## config.mk

```make
export PLATFORM = sky130hd
export DESIGN_NAME = sb_hazard_ctrl
export DESIGN_NICKNAME = d
export VERILOG_FILES = /design/src/rtl/sb_pkg.sv /design/src/rtl/sb_reg_status.sv /design/src/rtl/sb_unit_slot.sv /design/src/rtl/sb_hazard_ctrl.sv
export SDC_FILE = /design/constraint.sdc
export NUM_CORES = 1
export LEC_CHECK = 0
export CAP_MARGIN = 25
export CORE_MARGIN = 2
export CORE_UTILIZATION = 56
export CTS_CLUSTER_SIZE = 30
export DETAILED_ROUTE_END_ITERATION = 10
export PLACE_DENSITY = 0.82
export SLEW_MARGIN = 20
export SYNTH_ARGS = -nofsm -noshare
export SYNTH_HDL_FRONTEND = slang
export SYNTH_SLANG_ARGS = --single-unit
```

## constraint.sdc

```tcl
create_clock -name clk -period 2.8 [get_ports clk]
set_input_delay 0.56 -clock clk [delete_from_list [all_inputs] [get_ports clk]]
set_output_delay 0.56 -clock clk [all_outputs]
set_load 0.02 [all_outputs]
```

## src/rtl/sb_pkg.sv

```systemverilog
package sb_pkg;

    // Life cycle of one functional-unit slot
    typedef enum logic [1:0] {
        ST_IDLE    = 2'd0,
        ST_WAIT_RD = 2'd1,
        ST_EXEC    = 2'd2,
        ST_WAIT_WR = 2'd3
    } slot_state_e;

    // Latency below one is treated as one
    function automatic int unsigned min_one(input int unsigned v);
        return (v == 0) ? 1 : v;
    endfunction

endpackage

```

## src/rtl/sb_reg_status.sv

```systemverilog
module sb_reg_status #(
    parameter int unsigned NUM_FU   = 3,
    parameter int unsigned NUM_REGS = 8,
    localparam int unsigned RIDX_W  = $clog2(NUM_REGS)
) (
    input  logic                                 clk,
    input  logic                                 rst,
    input  logic                                 set_en,
    input  logic [RIDX_W-1:0]                    set_reg,
    input  logic [NUM_FU-1:0]                    set_prod,
    input  logic [NUM_FU-1:0]                    wb_vec,
    input  logic [NUM_FU-1:0][RIDX_W-1:0]        wb_dst,
    output logic [NUM_REGS-1:0]                  pend,
    output logic [NUM_REGS-1:0][NUM_FU-1:0]      prod
);

    always_ff @(posedge clk) begin
        if (rst) begin
            pend <= '0;
            prod <= '0;
        end else begin
            for (int u = 0; u < NUM_FU; u++) begin
                if (wb_vec[u]) pend[wb_dst[u]] <= 1'b0;
            end
            if (set_en) begin
                pend[set_reg] <= 1'b1;
                prod[set_reg] <= set_prod;
            end
        end
    end

    // a register is only claimed while it has no pending writer
    p_claim_free_r3: assert property (@(posedge clk) disable iff (rst)
        set_en |-> !pend[set_reg]);

    generate
        for (genvar u = 0; u < NUM_FU; u++) begin : g_clr_chk
            // register released the cycle after its write-back
            p_release_r9: assert property (@(posedge clk) disable iff (rst)
                wb_vec[u] |=> !pend[$past(wb_dst[u])]);
        end
    endgenerate

endmodule

```

## src/rtl/sb_unit_slot.sv

```systemverilog
module sb_unit_slot
    import sb_pkg::*;
#(
    parameter int unsigned NUM_FU   = 3,
    parameter int unsigned NUM_REGS = 8,
    parameter int unsigned LATENCY  = 1,
    localparam int unsigned RIDX_W  = $clog2(NUM_REGS),
    localparam int unsigned LAT_EFF = min_one(LATENCY),
    localparam int unsigned CNT_W   = $clog2(LAT_EFF + 1)
) (
    input  logic                  clk,
    input  logic                  rst,
    input  logic                  issue_en,
    input  logic [RIDX_W-1:0]     iss_dst,
    input  logic [RIDX_W-1:0]     iss_src1,
    input  logic [RIDX_W-1:0]     iss_src2,
    input  logic                  iss_wait1,
    input  logic                  iss_wait2,
    input  logic [NUM_FU-1:0]     iss_prod1,
    input  logic [NUM_FU-1:0]     iss_prod2,
    input  logic [NUM_FU-1:0]     wb_vec,
    input  logic [NUM_REGS-1:0]   rd_pending,
    output logic                  busy,
    output logic                  waiting_rd,
    output logic [RIDX_W-1:0]     dst,
    output logic [RIDX_W-1:0]     src1,
    output logic [RIDX_W-1:0]     src2,
    output logic                  rdy1,
    output logic                  rdy2,
    output logic                  read_go,
    output logic                  write_go
);

    slot_state_e          st_q;
    logic [NUM_FU-1:0]    prod1_q, prod2_q;
    logic [CNT_W-1:0]     cnt_q;

    assign busy       = (st_q != ST_IDLE);
    assign waiting_rd = (st_q == ST_WAIT_RD);
    assign read_go    = waiting_rd && rdy1 && rdy2;
    assign write_go   = (st_q == ST_WAIT_WR) && !rd_pending[dst];

    always_ff @(posedge clk) begin
        if (rst) begin
            st_q    <= ST_IDLE;
            dst     <= '0;
            src1    <= '0;
            src2    <= '0;
            rdy1    <= 1'b0;
            rdy2    <= 1'b0;
            prod1_q <= '0;
            prod2_q <= '0;
            cnt_q   <= '0;
        end else begin
            unique case (st_q)
                ST_IDLE: if (issue_en) begin
                    st_q    <= ST_WAIT_RD;
                    dst     <= iss_dst;
                    src1    <= iss_src1;
                    src2    <= iss_src2;
                    rdy1    <= !iss_wait1;
                    rdy2    <= !iss_wait2;
                    prod1_q <= iss_prod1;
                    prod2_q <= iss_prod2;
                end
                ST_WAIT_RD: begin
                    if (read_go) begin
                        st_q  <= ST_EXEC;
                        cnt_q <= CNT_W'(LAT_EFF - 1);
                        rdy1  <= 1'b0;
                        rdy2  <= 1'b0;
                    end else begin
                        if (!rdy1 && |(prod1_q & wb_vec)) rdy1 <= 1'b1;
                        if (!rdy2 && |(prod2_q & wb_vec)) rdy2 <= 1'b1;
                    end
                end
                ST_EXEC: begin
                    if (cnt_q == '0) st_q <= ST_WAIT_WR;
                    else             cnt_q <= cnt_q - 1'b1;
                end
                ST_WAIT_WR: if (write_go) st_q <= ST_IDLE;
                default: st_q <= ST_IDLE;
            endcase
        end
    end

    // operand read is a single pulse
    p_read_pulse_r11: assert property (@(posedge clk) disable iff (rst)
        read_go |=> !read_go);
    // write-back is a single pulse
    p_write_pulse_r11: assert property (@(posedge clk) disable iff (rst)
        write_go |=> !write_go);
    // execution occupies at least one cycle between read and write
    p_exec_gap_r7: assert property (@(posedge clk) disable iff (rst)
        read_go |=> !write_go);
    // slot is released right after write-back
    p_free_after_wb_r9: assert property (@(posedge clk) disable iff (rst)
        write_go |=> !busy);
    // an occupied slot is never loaded again
    p_no_reload_r2: assert property (@(posedge clk) disable iff (rst)
        busy |-> !issue_en);

endmodule

```

## src/rtl/sb_hazard_ctrl.sv

```systemverilog
module sb_hazard_ctrl #(
    parameter int unsigned NUM_FU           = 3,
    parameter int unsigned NUM_REGS         = 8,
    parameter int unsigned FU_LAT [NUM_FU]  = '{1, 3, 6},
    localparam int unsigned RIDX_W          = $clog2(NUM_REGS),
    localparam int unsigned UIDX_W          = $clog2(NUM_FU)
) (
    input  logic                clk,
    input  logic                rst,
    input  logic                in_valid,
    input  logic [UIDX_W-1:0]   in_unit,
    input  logic [RIDX_W-1:0]   in_dst,
    input  logic [RIDX_W-1:0]   in_src1,
    input  logic [RIDX_W-1:0]   in_src2,
    output logic                stall,
    output logic [NUM_FU-1:0]   read_go,
    output logic [NUM_FU-1:0]   write_go
);

    logic [NUM_FU-1:0]               unit_sel, issue_vec;
    logic [NUM_FU-1:0]               busy_vec, wait_vec, rdy1_vec, rdy2_vec;
    logic [NUM_FU-1:0][RIDX_W-1:0]   dst_a, s1_a, s2_a;
    logic [NUM_REGS-1:0]             reg_pend, rd_pending;
    logic [NUM_REGS-1:0][NUM_FU-1:0] reg_prod;
    logic                            accept, wait1, wait2;

    always_comb begin
        for (int u = 0; u < NUM_FU; u++) unit_sel[u] = (in_unit == UIDX_W'(u));
    end

    // Structural check, then WAW check on the destination
    assign accept    = in_valid && |(unit_sel & ~busy_vec) && !reg_pend[in_dst];
    assign stall     = in_valid && !accept;
    assign issue_vec = accept ? unit_sel : '0;

    // A source is pending unless its producer writes back this very cycle
    assign wait1 = reg_pend[in_src1] && !(|(reg_prod[in_src1] & write_go));
    assign wait2 = reg_pend[in_src2] && !(|(reg_prod[in_src2] & write_go));

    // Registers an older waiting reader still has to fetch (WAR guard)
    always_comb begin
        rd_pending = '0;
        for (int u = 0; u < NUM_FU; u++) begin
            if (wait_vec[u] && rdy1_vec[u]) rd_pending[s1_a[u]] = 1'b1;
            if (wait_vec[u] && rdy2_vec[u]) rd_pending[s2_a[u]] = 1'b1;
        end
    end

    sb_reg_status #(.NUM_FU(NUM_FU), .NUM_REGS(NUM_REGS)) u_regstat (
        .clk      (clk),
        .rst      (rst),
        .set_en   (accept),
        .set_reg  (in_dst),
        .set_prod (unit_sel),
        .wb_vec   (write_go),
        .wb_dst   (dst_a),
        .pend     (reg_pend),
        .prod     (reg_prod)
    );

    generate
        for (genvar u = 0; u < NUM_FU; u++) begin : g_slot
            sb_unit_slot #(
                .NUM_FU   (NUM_FU),
                .NUM_REGS (NUM_REGS),
                .LATENCY  (FU_LAT[u])
            ) u_slot (
                .clk        (clk),
                .rst        (rst),
                .issue_en   (issue_vec[u]),
                .iss_dst    (in_dst),
                .iss_src1   (in_src1),
                .iss_src2   (in_src2),
                .iss_wait1  (wait1),
                .iss_wait2  (wait2),
                .iss_prod1  (reg_prod[in_src1]),
                .iss_prod2  (reg_prod[in_src2]),
                .wb_vec     (write_go),
                .rd_pending (rd_pending),
                .busy       (busy_vec[u]),
                .waiting_rd (wait_vec[u]),
                .dst        (dst_a[u]),
                .src1       (s1_a[u]),
                .src2       (s2_a[u]),
                .rdy1       (rdy1_vec[u]),
                .rdy2       (rdy2_vec[u]),
                .read_go    (read_go[u]),
                .write_go   (write_go[u])
            );
        end

        for (genvar a = 0; a < NUM_FU; a++) begin : g_waw_a
            for (genvar b = a + 1; b < NUM_FU; b++) begin : g_waw_b
                // two occupied units never share a destination
                p_single_writer_r3: assert property (@(posedge clk) disable iff (rst)
                    (busy_vec[a] && busy_vec[b]) |-> (dst_a[a] != dst_a[b]));
            end
        end
    endgenerate

    // no refusal without an instruction
    p_idle_no_stall_r4: assert property (@(posedge clk) disable iff (rst)
        !in_valid |-> !stall);
    // an accepted instruction occupies its unit next cycle
    p_accept_occupies_r2: assert property (@(posedge clk) disable iff (rst)
        (in_valid && !stall) |=> busy_vec[$past(in_unit)]);

endmodule

```

==> results of run 1 <==
-- repair_timing --
item                                    CTS  global route
pin swaps                                15            23
gates resized for setup                  65            40
endpoints found under the setup margin   22            33
endpoints found under the hold margin     0             0
setup buffers                             4             6
-- final cells by class --
type | count | area share (%)
tap | 136 | 2.26
multi-input combinational | 477 | 52.5
clock inverter | 3 | 0.282
inverter | 34 | 1.69
timing repair buffer | 153 | 16.3
clock buffer | 12 | 1.93
sequential | 94 | 25.1
-- worst paths after layout --
path,start,end,cells past startpoint
hold reg to reg,g_slot[1].u_slot.cnt_q[0],g_slot[1].u_slot.cnt_q[0],2
setup / recovery,g_slot[2].u_slot.st_q[1],write_go[2],11
hold / removal,g_slot[1].u_slot.cnt_q[0],g_slot[1].u_slot.cnt_q[0],2
setup reg to reg,g_slot[2].u_slot.st_q[1],g_slot[0].u_slot.rdy2,12
-- state kept, by name, summed over array words and instances, names as in the netlist --
register,count
g_slot.u_slot.cnt_q,5
g_slot.u_slot.dst,9
g_slot.u_slot.prod1_q,9
g_slot.u_slot.prod2_q,9
g_slot.u_slot.rdy1,3
g_slot.u_slot.rdy2,3
g_slot.u_slot.src1,9
g_slot.u_slot.src2,9
g_slot.u_slot.st_q,6
u_regstat.pend,8
u_regstat.prod,24
-- power groups by stage --
stage          Sequential [µW]  Combinational [µW]  Clock, µW
2_1_floorplan             1530                 919          0
3_3_place_gp              1550                1340          0
3_5_place_dp              1550                1390          0
4_1_cts                   1540                1510        831
5_1_grt                   1550                1740        885
6_report                  1540                1610        831
-- routing by layer --
| layer | up-vias | share of wire [%] |
|---|---|---|
| met5 | - | 0 |
| met4 | 0 | 5.0 |
| met3 | 63 | 8.1 |
| met2 | 293 | 46 |
| met1 | 2697 | 41 |
| li1 | 2618 | - |
-- cells in the final DEF (no fill, tap or decap), drive strengths merged, types with 7 or more instances in the layout --
cell type / count
buf: 138
dfxtp: 94
nor2: 84
mux2i: 57
nand2: 45
inv: 34
a21oi: 29
o22ai: 27
nand3: 26
nor3: 20
nand2b: 18
mux4: 17
ha: 17
nand3b: 14
clkdlybuf4s50: 13
nor4: 13
clkbuf: 12
a211oi: 11
o21ai: 8
and3: 7
o311ai: 7
-- logic make-up (layout without fill, tap and decap cells) --
logic type / count (synthesis) / after routing / share of synthesized area (%)
buf+inv: 84 / 202 / 6.90
compound gates: 127 / 127 / 17.3
mux: 80 / 80 / 17.4
flops: 94 / 94 / 32.1
simple gates: 253 / 253 / 22.6
fa+ha+maj: 17 / 17 / 3.63
-- critical path, stage by stage (launching register included) --
cell and delay, ns:
dfxtp_2 0.36, inv_2 0.05, ha_4 0.18, or3b_4 0.25, buf_6 0.10, o22ai_4 0.08, nor4_4 0.34, a2111oi_4 0.07
a2111oi_4 0.43, nand2_2 0.14, inv_2 0.07, buf_6 0.11
-- metrics by stage --
step	TNS (ns)	total power, µW	area, µm²
4_1_cts	-0.676	3880	7300
2_1_floorplan	-0.0121	2450	5860
5_1_grt	-2.53	4180	7530
3_5_place_dp	-14.62	2940	6890
3_3_place_gp	-9.41	2890	6890
6_report	-1.44	3980	7530
==> metrics.txt, run 1 <==
final worst setup slack=-0.306 ns; die area=0.0113 mm²; I/O pin cnt=21; Clock H-tree levels=3; RSZ-0062 raised after global routing=true; GRT met3 Usage=approximately 7.7%; Worst setup SP type=flip-flop; area leader, netlist=dfxtp_1; met1 Resource Use GR=a little over two fifths; clk_skew=around 0.016 ns; FFs w/ async S/R, synth=0%; Mapped Area=around 0.006 mm²; initial antenna violation count=0; ANT nets after route=0; Synth top area share=32.1%; initial core utilization=roughly 57%; pin count of the biggest net entering global routing=between 40 and 50; commonest cells in the netlist=94 x dfxtp_1, 84 x nor2_1, 57 x mux2i_1; final period utilization=111%; I/O Buffers=20; Vias/cell=~6.2; cell with the most instances after synthesis=dfxtp_1; Non-Filler Instances=909; die width=between 100 and 150 µm; post-synth cell types=70; clock power share=a little over a fifth; Clock Tree Buf Depth=2; share of post-route cells with drive strength above 1=around a third; Reg area=0.00189 mm²; WHS=a little under 0.5 ns; WL final=18.6 mm; Final #Nets=800; final setup fails=12; Inserted Diodes=0; CTS Root Cell=clkbuf_8; Worst R2R Setup Slack=-0.12 ns; Wirelength per Cell=about 20 µm; Leak=between 0.002 and 0.003 µW; Gate power share=approximately two fifths; CTS buffer count=9; Worst-Margin Slew=approximately 0.54 ns; Clock Pin Slew Worst Setup and Hold Paths=~0.1 ns; filler instances=691; Area growth syn-to-layout=28.6%; P per Cell Area=529 mW/mm²; status=complete, but fails checks; number of synthesized flops with an enable pin=0; CP endpoint kind=primary output; total number of vias=roughly 5700; Hold Crit Class=flip-flop to flip-flop; Critical Path RT=around 2.2 ns; Place WS=-0.562 ns; Slew HR=a little under two thirds; failing checks=setup timing; Syn Area/Cell=8.94 µm²; CP Class=flip-flop to primary output; CP Max Fanout=6; DP Cell Count=between 800 and 900; Total GRT Usage=33.6%; placed wire-length estimate=around 13 mm; first drt pass iteration count=5; Syn Nets=approximately 690; Yosys warnings=0; DRT iter0 DRCs=between 400 and 500; Final min period=3.11 ns; final hold violation count=0; core area=roughly 0.010 mm²; clk_lat worst skew=between 0.3 and 0.4 ns; Max Clk Rate=roughly 0.32 GHz; Peak VDD IR=~0.46 mV; gr ovfl total=0; CTS Sinks=94; footprint of the multi-input gates=around 0.004 mm²; sw frac=a little over a third; Psw=roughly 1400 µW; sequential group share of total power=between 30 and 40%; vias in the first global route=~5600; placer's final routability congestion estimate=approximately 0.97; first-pass GRT wire length=around 29 mm; CTS tree=built; WP data arrival=between 2 and 3 ns; P_int=between 2000 and 3000 µW; Synth area leaders=dfxtp_1 32%, mux2i_1 9.7%, mux4_2 6.5%; Synth Instances=~660; sequential-to-total area share from yosys stat=32.1%; # DRC=0; max cap viols=0; FF+latch count, synth=94; Pins Over Slew Limit=0; Hold Buf Count CTS=0; GR Util met2=52.7%; share of the core filled with cells=73.6%; row cnt=37; GR peak layer=met2; Die Height=106 µm; Most used DFF post-synth=dfxtp_1
No activity file was read; power rests on OpenSTA's default activity.
==> inputs of run 2 (changes only) <==
--- a/config.mk
+++ b/config.mk
@@ -7,11 +7,11 @@
 export LEC_CHECK = 0
 export CAP_MARGIN = 25
 export CORE_MARGIN = 2
-export CORE_UTILIZATION = 56
+export CORE_UTILIZATION = 45
 export CTS_CLUSTER_SIZE = 30
 export DETAILED_ROUTE_END_ITERATION = 10
-export PLACE_DENSITY = 0.82
-export SLEW_MARGIN = 20
+export PLACE_DENSITY = 0.69
+export SLEW_MARGIN = 15
 export SYNTH_ARGS = -nofsm -noshare
 export SYNTH_HDL_FRONTEND = slang
 export SYNTH_SLANG_ARGS = --single-unit
==> metrics.txt, run 2 (synthesized netlist as in run 1, its figures left out) <==
die area=0.0139 mm²; Pins Over Slew Limit=0; GRT met3 Usage=around 5.2%; pin count of the biggest net entering global routing=46; Clock Pin Slew Worst Setup and Hold Paths=0.08 ns; Biggest register=u_regstat.prod; row cnt=41; Max Clk Rate=~0.33 GHz; final worst setup slack=-0.219 ns; Peak VDD IR=0.384 mV; share of post-route cells with drive strength above 1=around a third; met1 Resource Use GR=about a third; GR Util met2=46.1%; Worst-Margin Slew=0.574 ns; CP Max Fanout=6; CP endpoint kind=primary output; clk_lat worst skew=between 0.3 and 0.4 ns; Critical Path RT=around 2.2 ns; Reg area=0.00189 mm²; total number of vias=about 5600; die width=between 100 and 150 µm; Worst setup SP type=flip-flop; placed wire-length estimate=~14 mm; footprint of the multi-input gates=approximately 0.0040 mm²; most frequent cells in the layout=118 x buf_4, 89 x dfxtp_1, 84 x nor2_1; R2R depth=13; CTS tree=built; P per Cell Area=roughly 560 mW/mm²; failing checks=setup timing; Hold Buf Count CTS=0; final hold violation count=0; Slew HR=around three fifths; CTS buffer count=9; vias in the first global route=between 5000 and 6000; ANT nets after route=0; # DRC=0; Clock Tree Buf Depth=2; Total GRT Usage=a little over a quarter; setup TNS=-0.994 ns; Vias/cell=roughly 6.0; Die Height=approximately 120 µm; Endpoint, Worst Hold=g_slot[1].u_slot.src2[2]; WL final=~19 mm; Worst R2R End=g_slot[0].u_slot.st_q[1]; I/O Buffers=20; Inserted Diodes=0; WP data arrival=~2.5 ns; CP Class=flip-flop to primary output; hold_sp=g_slot[1].u_slot.src2[2]; first-pass GRT wire length=about 30 mm; Worst R2R Setup Slack=-0.12 ns; CTS Root Cell=clkbuf_16; Clock H-tree levels=3; I/O pin cnt=21; hold depth=2; initial core utilization=around 46%; status=complete, but fails checks; final period utilization=108%; Leak=about 0.0029 µW; initial antenna violation count=0; max reg flops=24; GR peak layer=met2; RR Startpoint=g_slot[2].u_slot.st_q[1]; CTS Sinks=94; DRT iter0 DRCs=416; Hold Crit Class=flip-flop to flip-flop; Tot Pwr=between 4000 and 5000 µW; clk_skew=~0.013 ns; gr ovfl total=0; final setup fails=8; Wirelength per Cell=between 20 and 25 µm; Final min period=approximately 3 ns; placer's final routability congestion estimate=between 0.8 and 0.9; filler instances=around 1100; RSZ-0062 raised after global routing=true; first drt pass iteration count=7; core area=~0.013 mm²; most common cell after layout, fill and taps aside=buf_4; Area growth syn-to-layout=32.4%; Final #Nets=just under 800; Final Cell Area=0.00776 mm²; max cap viols=0; Area after DPL=about 0.0069 mm²
-- run 2: cell types whose count changed in the layout (fill, tap and decap cells not counted), sizes merged --
cell and delta:
buf -5, clkbuf -2, inv +2, clkdlybuf4s50 +1, clkinvlp +1, dlygate4sd2 -1
-- run 2: where the power goes --
group	total (µW)	switching [µW]	leakage (µW)	internal [µW]
logic	1620	868	0.00200	751
clock network	1200	567	0.000135	630
registers	1540	98.4	0.000762	1450
-- run 2: worst max-delay path by stage --
stage | slack, ns | cells after the start | from | endpoint
6_report | -0.22 | 11 | g_slot[0].u_slot.st_q[1] | write_go[2]
5_1_grt | -0.33 | 11 | g_slot[0].u_slot.st_q[1] | write_go[2]
4_1_cts | -0.19 | 10 | g_slot[0].u_slot.st_q[1] | write_go[0]
3_5_place_dp | -0.49 | 10 | g_slot[0].u_slot.st_q[1] | write_go[2]
3_3_place_gp | -0.43 | 10 | g_slot[0].u_slot.st_q[1] | write_go[2]
2_1_floorplan | -0.01 | 12 | g_slot[0].u_slot.st_q[1] | write_go[2]
-- run 2: critical path, cell delays in order (launching register included) --
cell and delay (ns):
dfxtp_2 0.35, inv_2 0.05, ha_4 0.18, buf_8 0.13, nand3b_1 0.13, o22ai_2 0.11
o311ai_2 0.32, a21oi_2 0.12, a2111oi_4 0.39, nand2_2 0.09, inv_1 0.07, buf_4 0.13
-- run 2: stage by stage --
stage | worst slack, ns | cells | hold WS, ns | utilization [%]
CTS | -0.186 | 934 | 0.475 | 58.9
global placement | -0.434 | 914 | 0.454 | 54.3
global route | -0.326 | 941 | 0.499 | 61.2
detailed placement | -0.487 | 914 | 0.464 | 54.3
finish | -0.219 | 941 | 0.478 | 61.2
floorplan | -0.0121 | 655 | 0.444 | -
-- run 2: timing repair --
| action | 4_1_cts | 5_1_grt |
|---|---|---|
| endpoints found under the hold margin | 0 | 0 |
| buffers inserted | 4 | 7 |
| resized for setup | 75 | 45 |
| pin swaps | 21 | 21 |
| setup endpoints to repair | 17 | 50 |
-- run 2: final cells by class --
cell class / instances / share of cell area [%]
Multi-Input combinational cell: 477 / 52.0
Sequential cell: 94 / 24.3
Timing Repair Buffer: 148 / 15.6
Clock buffer: 10 / 3.08
Tap cell: 172 / 2.77
Inverter: 34 / 1.65
Clock inverter: 6 / 0.548
-- run 2: layer usage --
metal	routed length (µm)	share of wire, %
met1	7940	42
met5	0	0
met2	9350	49
met4	597	3.2
met3	1050	5.6
